===== src/rtl/char_port_pkg.sv =====
package char_port_pkg;
  localparam int unsigned CHAR_W      = 8;
  localparam int unsigned WORD_W      = 32;
  localparam int unsigned FIELD_LSB   = 16;
  localparam int unsigned FIELD_W     = WORD_W - FIELD_LSB;
  localparam int unsigned VALID_BIT   = 15;
  localparam int unsigned RX_EN_BIT   = 0;
  localparam int unsigned TX_EN_BIT   = 1;
  localparam int unsigned RX_PEND_BIT = 8;
  localparam int unsigned TX_PEND_BIT = 9;

  typedef enum logic {
    REG_DATA = 1'b0,
    REG_CTRL = 1'b1
  } reg_sel_e;
endpackage


===== src/rtl/char_fifo.sv =====
module char_fifo #(
  parameter int unsigned DEPTH = 64,
  parameter int unsigned WIDTH = 8,
  localparam int unsigned AW = $clog2(DEPTH),
  localparam int unsigned CW = AW + 1
) (
  input  logic             clk_i,
  input  logic             rst_ni,
  input  logic             push_i,
  input  logic [WIDTH-1:0] data_i,
  input  logic             pop_i,
  output logic [WIDTH-1:0] data_o,
  output logic [CW-1:0]    count_o,
  output logic             full_o,
  output logic             empty_o
);
  logic [WIDTH-1:0] mem_q [DEPTH];
  logic [AW-1:0]    wr_ptr_q, rd_ptr_q;
  logic [CW-1:0]    cnt_q;
  logic             do_push, do_pop;

  assign full_o  = (cnt_q == CW'(DEPTH));
  assign empty_o = (cnt_q == '0);
  assign do_push = push_i && !full_o;
  assign do_pop  = pop_i && !empty_o;
  assign data_o  = mem_q[rd_ptr_q];
  assign count_o = cnt_q;

  always_ff @(posedge clk_i) begin
    if (do_push) mem_q[wr_ptr_q] <= data_i;
  end

  always_ff @(posedge clk_i or negedge rst_ni) begin
    if (!rst_ni) begin
      wr_ptr_q <= '0;
      rd_ptr_q <= '0;
      cnt_q    <= '0;
    end else begin
      if (do_push) wr_ptr_q <= wr_ptr_q + AW'(1);
      if (do_pop)  rd_ptr_q <= rd_ptr_q + AW'(1);
      case ({do_push, do_pop})
        2'b10:   cnt_q <= cnt_q + CW'(1);
        2'b01:   cnt_q <= cnt_q - CW'(1);
        default: cnt_q <= cnt_q;
      endcase
    end
  end
endmodule


===== src/rtl/char_irq_gen.sv =====
module char_irq_gen #(
  parameter int unsigned CW     = 7,
  parameter int unsigned THRESH = 7
) (
  input  logic          clk_i,
  input  logic          rst_ni,
  input  logic          en_we_i,
  input  logic [1:0]    en_wdata_i,
  input  logic [CW-1:0] rx_count_i,
  input  logic [CW-1:0] tx_free_i,
  output logic          rx_en_o,
  output logic          tx_en_o,
  output logic          rx_pend_o,
  output logic          tx_pend_o,
  output logic          irq_o
);
  localparam logic [CW-1:0] Thr = CW'(THRESH);

  always_ff @(posedge clk_i or negedge rst_ni) begin
    if (!rst_ni) begin
      rx_en_o <= 1'b0;
      tx_en_o <= 1'b0;
    end else if (en_we_i) begin
      rx_en_o <= en_wdata_i[0];
      tx_en_o <= en_wdata_i[1];
    end
  end

  // level based: drops in the same cycle the level crosses back
  assign rx_pend_o = rx_en_o && (rx_count_i > Thr);
  assign tx_pend_o = tx_en_o && (tx_free_i > Thr);
  assign irq_o     = rx_pend_o || tx_pend_o;
endmodule


===== src/rtl/char_port_irq.sv =====
module char_port_irq
  import char_port_pkg::*;
#(
  parameter int unsigned DEPTH  = 64,
  parameter int unsigned THRESH = 7
) (
  input  logic        clk_i,
  input  logic        rst_ni,
  input  logic        req_i,
  input  logic        we_i,
  input  logic        addr_i,
  input  logic [31:0] wdata_i,
  output logic [31:0] rdata_o,
  output logic        irq_o,
  input  logic        rx_valid_i,
  input  logic [7:0]  rx_data_i,
  output logic        rx_ready_o,
  output logic        tx_valid_o,
  output logic [7:0]  tx_data_o,
  input  logic        tx_ready_i
);
  localparam int unsigned CW = $clog2(DEPTH) + 1;

  logic [CW-1:0]     rx_count, tx_count, tx_free;
  logic              rx_full, rx_empty, tx_full, tx_empty;
  logic [CHAR_W-1:0] rx_head;
  logic              rd_data, wr_data, wr_ctrl;
  logic              rx_en, tx_en, rx_pend, tx_pend;

  assign rd_data = req_i && !we_i && (reg_sel_e'(addr_i) == REG_DATA);
  assign wr_data = req_i && we_i  && (reg_sel_e'(addr_i) == REG_DATA);
  assign wr_ctrl = req_i && we_i  && (reg_sel_e'(addr_i) == REG_CTRL);

  char_fifo #(.DEPTH(DEPTH), .WIDTH(CHAR_W)) u_rx_fifo (
    .clk_i   (clk_i),
    .rst_ni  (rst_ni),
    .push_i  (rx_valid_i),
    .data_i  (rx_data_i),
    .pop_i   (rd_data),
    .data_o  (rx_head),
    .count_o (rx_count),
    .full_o  (rx_full),
    .empty_o (rx_empty)
  );
  assign rx_ready_o = !rx_full;

  char_fifo #(.DEPTH(DEPTH), .WIDTH(CHAR_W)) u_tx_fifo (
    .clk_i   (clk_i),
    .rst_ni  (rst_ni),
    .push_i  (wr_data),
    .data_i  (wdata_i[CHAR_W-1:0]),
    .pop_i   (tx_ready_i),
    .data_o  (tx_data_o),
    .count_o (tx_count),
    .full_o  (tx_full),
    .empty_o (tx_empty)
  );
  assign tx_valid_o = !tx_empty;
  assign tx_free    = CW'(DEPTH) - tx_count;

  char_irq_gen #(.CW(CW), .THRESH(THRESH)) u_irq (
    .clk_i      (clk_i),
    .rst_ni     (rst_ni),
    .en_we_i    (wr_ctrl),
    .en_wdata_i (wdata_i[1:0]),
    .rx_count_i (rx_count),
    .tx_free_i  (tx_free),
    .rx_en_o    (rx_en),
    .tx_en_o    (tx_en),
    .rx_pend_o  (rx_pend),
    .tx_pend_o  (tx_pend),
    .irq_o      (irq_o)
  );

  always_comb begin
    rdata_o = '0;
    if (reg_sel_e'(addr_i) == REG_DATA) begin
      rdata_o[CHAR_W-1:0]       = rx_empty ? '0 : rx_head;
      rdata_o[VALID_BIT]        = !rx_empty;
      rdata_o[WORD_W-1:FIELD_LSB] = FIELD_W'(rx_count);
    end else begin
      rdata_o[RX_EN_BIT]        = rx_en;
      rdata_o[TX_EN_BIT]        = tx_en;
      rdata_o[RX_PEND_BIT]      = rx_pend;
      rdata_o[TX_PEND_BIT]      = tx_pend;
      rdata_o[WORD_W-1:FIELD_LSB] = FIELD_W'(tx_free);
    end
  end
endmodule



===== config.mk =====
export PLATFORM = sky130hd
export DESIGN_NAME = char_port_irq
export DESIGN_NICKNAME = d
export VERILOG_FILES = /design/src/rtl/char_port_pkg.sv /design/src/rtl/char_fifo.sv /design/src/rtl/char_irq_gen.sv /design/src/rtl/char_port_irq.sv
export SDC_FILE = /design/constraint.sdc
export NUM_CORES = 1
export LEC_CHECK = 0
export ABC_AREA = 0
export BUFFER_PORTS_ARGS = -buffer_cell sky130_fd_sc_hd__buf_2
export CAP_MARGIN = 20
export CORE_MARGIN = 8
export CORE_UTILIZATION = 25
export CTS_CLUSTER_SIZE = 24
export DETAILED_ROUTE_END_ITERATION = 6
export SLEW_MARGIN = 10
export SYNTH_ARGS = -nofsm -noshare
export SYNTH_HDL_FRONTEND = slang
export SYNTH_SLANG_ARGS = --single-unit

===== constraint.sdc =====
create_clock -name clk_i -period 3.7 [get_ports clk_i]
set_input_delay 0.74 -clock clk_i [delete_from_list [all_inputs] [get_ports clk_i]]
set_output_delay 0.74 -clock clk_i [all_outputs]
set_load 0.02 [all_outputs]

==> reports/results.txt <==
Max VDD drop: 0.568 mV
Worst Clk Skew: 0.0242 ns
Post-synth EDFFs: 1024
Global-route wire length before repair: 146000 µm
GRT overflow: 0
Drt drc: 0
Worst Path Arrival: 3.27 ns
Static leakage: 16.3 nW
GPL Wtd Cong: 0.755
Die Span X: 428 µm
Critical path startpoint category: flip-flop
CTS sink cnt: 1064
Synth Cell Area: 0.0425 mm²
Worst skew pair latency: 0.71 ns
Detail Placement HPWL: 61000 µm
Vias per cell: 4.48
Via Count: 20900
Pwr per Cell Area: 728 mW/mm²
R2r worst-path depth: 13
FF/Latch Area: 0.0318 mm²
Kind of critical path: reg2out
Non-Filler Instances: 4662
Die area: 0.183 mm²
Final setup margin: -0.309 ns
Crit path from: u_tx_fifo.rd_ptr_q[0]
Layout cells sized above 1: 0.342
Crit-path max FO: 6
GRT Util Overall: 0.105
YS warnings: 0
Antenna violations before repair: 1
Violated checks: negative setup slack
Final Hold Viols: 0
Pin count of the biggest net entering global routing: 66
Drt total wl: 99800 µm
Number of global-route vias before repair: 21200
Worst Hold Class: in2async
Ports: 90
Crit end category: primary output
Maximum clock path buffer count: 3
Tcrit/Tclk final: 1.08
P&R area growth vs syn: 21.0%
Iteration-0 DRC Markers: 1750
Drt pass-1 iters: 5
Ys async rst share: 0.0376
# fillers: 16200
CTS clock-pin slew for the worst setup and hold paths: 0.07 ns
Core Util, Final: 0.304
FF-to-FF Start: u_tx_fifo.count_o[1]
Die height: 428 µm
Root buf cell: clkbuf_16
Dpl cells: 4388
Number of core rows: 151
Ys flop type: edfxtp_1
CP required: 2.96 ns
Power Total: 37.5 mW
Worst rel slew slack: 0.263
Post-Synthesis Cells: 2058
Core ar.: 0.169 mm²
Highest Clock Rate: 0.249 GHz
Slew @ Worst Pin: 1.10 ns
Slew Viols, Final: 0
CTS Hold Bufs: 0
Crit path to: tx_data_o[5]
Final setup violating endpoints: 16
H-tree levels: 3
R2R Path End: u_tx_fifo.count_o[6]
CTS Buf Count: 103
I/O Buffers: 51
Antenna Violating Nets Remaining: 0
Mapped Avg Cell Area: 20.7 µm²
Sequential area share after synthesis: 0.747
Initial core utilization: 0.251
CTS tree: built
Drt wl/cell: 21.4 µm
Final min period: 4.01 ns
R2r setup slk: 0.22 ns
Nets: 2417
Status: finished with violations
Synthesis-stage register bit count: 1064
Multi-input gate area: 0.0105 mm²
Yosys cell types: 64
RSZ-0062 raised after global routing: yes
Maxcap violations: 0
-- cell families after synthesis --
family,share of synthesized area
other,0.0000882
adders and majority gates,0.00489
muxes,0.166
and+or+nand+nor,0.0341
AOI/OAI and AO/OA,0.0204
buffers and inverters,0.0204
DFF,0.747
xor gates and xnor gates,0.00742
-- timing repair --
action | in CTS | in global routing
gates cloned | 9 | 1
resized for setup | 142 | 62
endpoints found under the setup margin | 16 | 19
pin swaps | 20 | 28
endpoints found under the hold margin | 0 | 0
buffers inserted | 45 | 27
-- area by class of cell --
class | count | area share
Antenna cell | 2 | 0.0000973
Sequential cell | 1064 | 0.618
Inverter | 14 | 0.00102
Multi-Input combinational cell | 860 | 0.205
Timing Repair Buffer | 311 | 0.0594
Clock buffer | 142 | 0.0541
Clock inverter | 51 | 0.00898
Tap cell | 2218 | 0.0540
-- sequential cells by signal, summed over array words and instances (netlist names), 6 cells and up --
signal,cells
u_rx_fifo.count_o,7
u_rx_fifo.mem_q,512
u_rx_fifo.rd_ptr_q,6
u_rx_fifo.wr_ptr_q,6
u_tx_fifo.count_o,7
u_tx_fifo.mem_q,512
u_tx_fifo.rd_ptr_q,6
u_tx_fifo.wr_ptr_q,6
-- cell usage in the layout (no fill, tap or decap), types with 7 or more instances in the layout --
cell       instances
buf_4            197
nor2b_1           14
o22ai_1            7
clkbuf_16        104
mux2_2            16
mux2i_4           10
dfrtp_1           31
o211ai_1          10
inv_1             14
buf_6             28
clkinv_1          16
buf_16            12
a31oi_1            7
clkbuf_1          33
nor2_1           150
xnor2_1           22
mux2i_1           38
clkinv_2          16
a22oi_2            7
o22ai_2           10
ha_1              14
mux4_2           262
nand3_1           26
a21oi_1           20
nand2_1           46
o21ai_0           21
buf_2             37
xor2_1            14
nand3b_1          11
edfxtp_1        1024
conb_1            14
mux4_1            13
buf_12            29
inv_6              8
nand4_1            8
mux2i_2            9
-- cells in the mapped netlist (all sizes together) (14+ instances only) --
master | instances | share of area
nor2 | 151 | 0.013
xor2 | 14 | 0.0029
o22ai | 19 | 0.0028
o21ai | 25 | 0.0029
buf | 97 | 0.016
dfrtp | 40 | 0.024
edfxtp | 1024 | 0.72
nand2 | 50 | 0.0044
clkbuf | 35 | 0.0032
inv | 14 | 0.0012
nor2b | 15 | 0.0022
mux2i | 57 | 0.013
mux4 | 275 | 0.15
nand3 | 26 | 0.0031
a21oi | 20 | 0.0024
mux2 | 18 | 0.0048
ha | 15 | 0.0044
xnor2 | 22 | 0.0045
-- critical path: stages (launching register included) --
cell and delay, ns:
dfrtp_4 0.53, buf_12 0.16, buf_4 0.17, mux4_2 0.53, mux4_2 0.60, mux2i_4 0.23, a21oi_1 0.12, buf_4 0.22
-- routing by layer --
metal  track usage  wire [µm]  vias up
li1              -          -     9055
met1         0.141      43300    11100
met2         0.173      48500      608
met3        0.0229       5680      142
met4        0.0284       2260        2
met5             0          7        -
-- worst min-delay path by stage --
stage	startpoint	slack (ns)	cells past startpoint	to
finish	rst_ni	0.13	1	u_tx_fifo.wr_ptr_q[3]
global route	rst_ni	0.13	1	u_tx_fifo.rd_ptr_q[0]
CTS	rst_ni	0.13	1	u_tx_fifo.rd_ptr_q[0]
detailed placement	u_rx_fifo.rd_ptr_q[5]	0.48	1	u_rx_fifo.rd_ptr_q[5]
global placement	u_rx_fifo.rd_ptr_q[5]	0.47	1	u_rx_fifo.rd_ptr_q[5]
floorplan	rst_ni	0.44	0	u_irq.rx_en_o
-- power by group --
group	switching, mW	internal [mW]
combinational	6.22	6.62
clock	4.55	5.71
sequential	0.719	13.7
-- per-stage QoR --
stage | cell area (µm²) | hold slack [ns] | setup TNS, ns | setup WS, ns
after floorplan | 42600 | 0.444 | 0 | 0.000688
after global placement | 46400 | 0.475 | 0 | 0.00937
after detailed placement | 46400 | 0.480 | 0 | 0.0318
after CTS | 50800 | 0.130 | -4.32 | -0.386
after global routing | 51400 | 0.131 | -4.64 | -0.405
final | 51400 | 0.128 | -2.77 | -0.309
(Power assumes the default switching activity.)
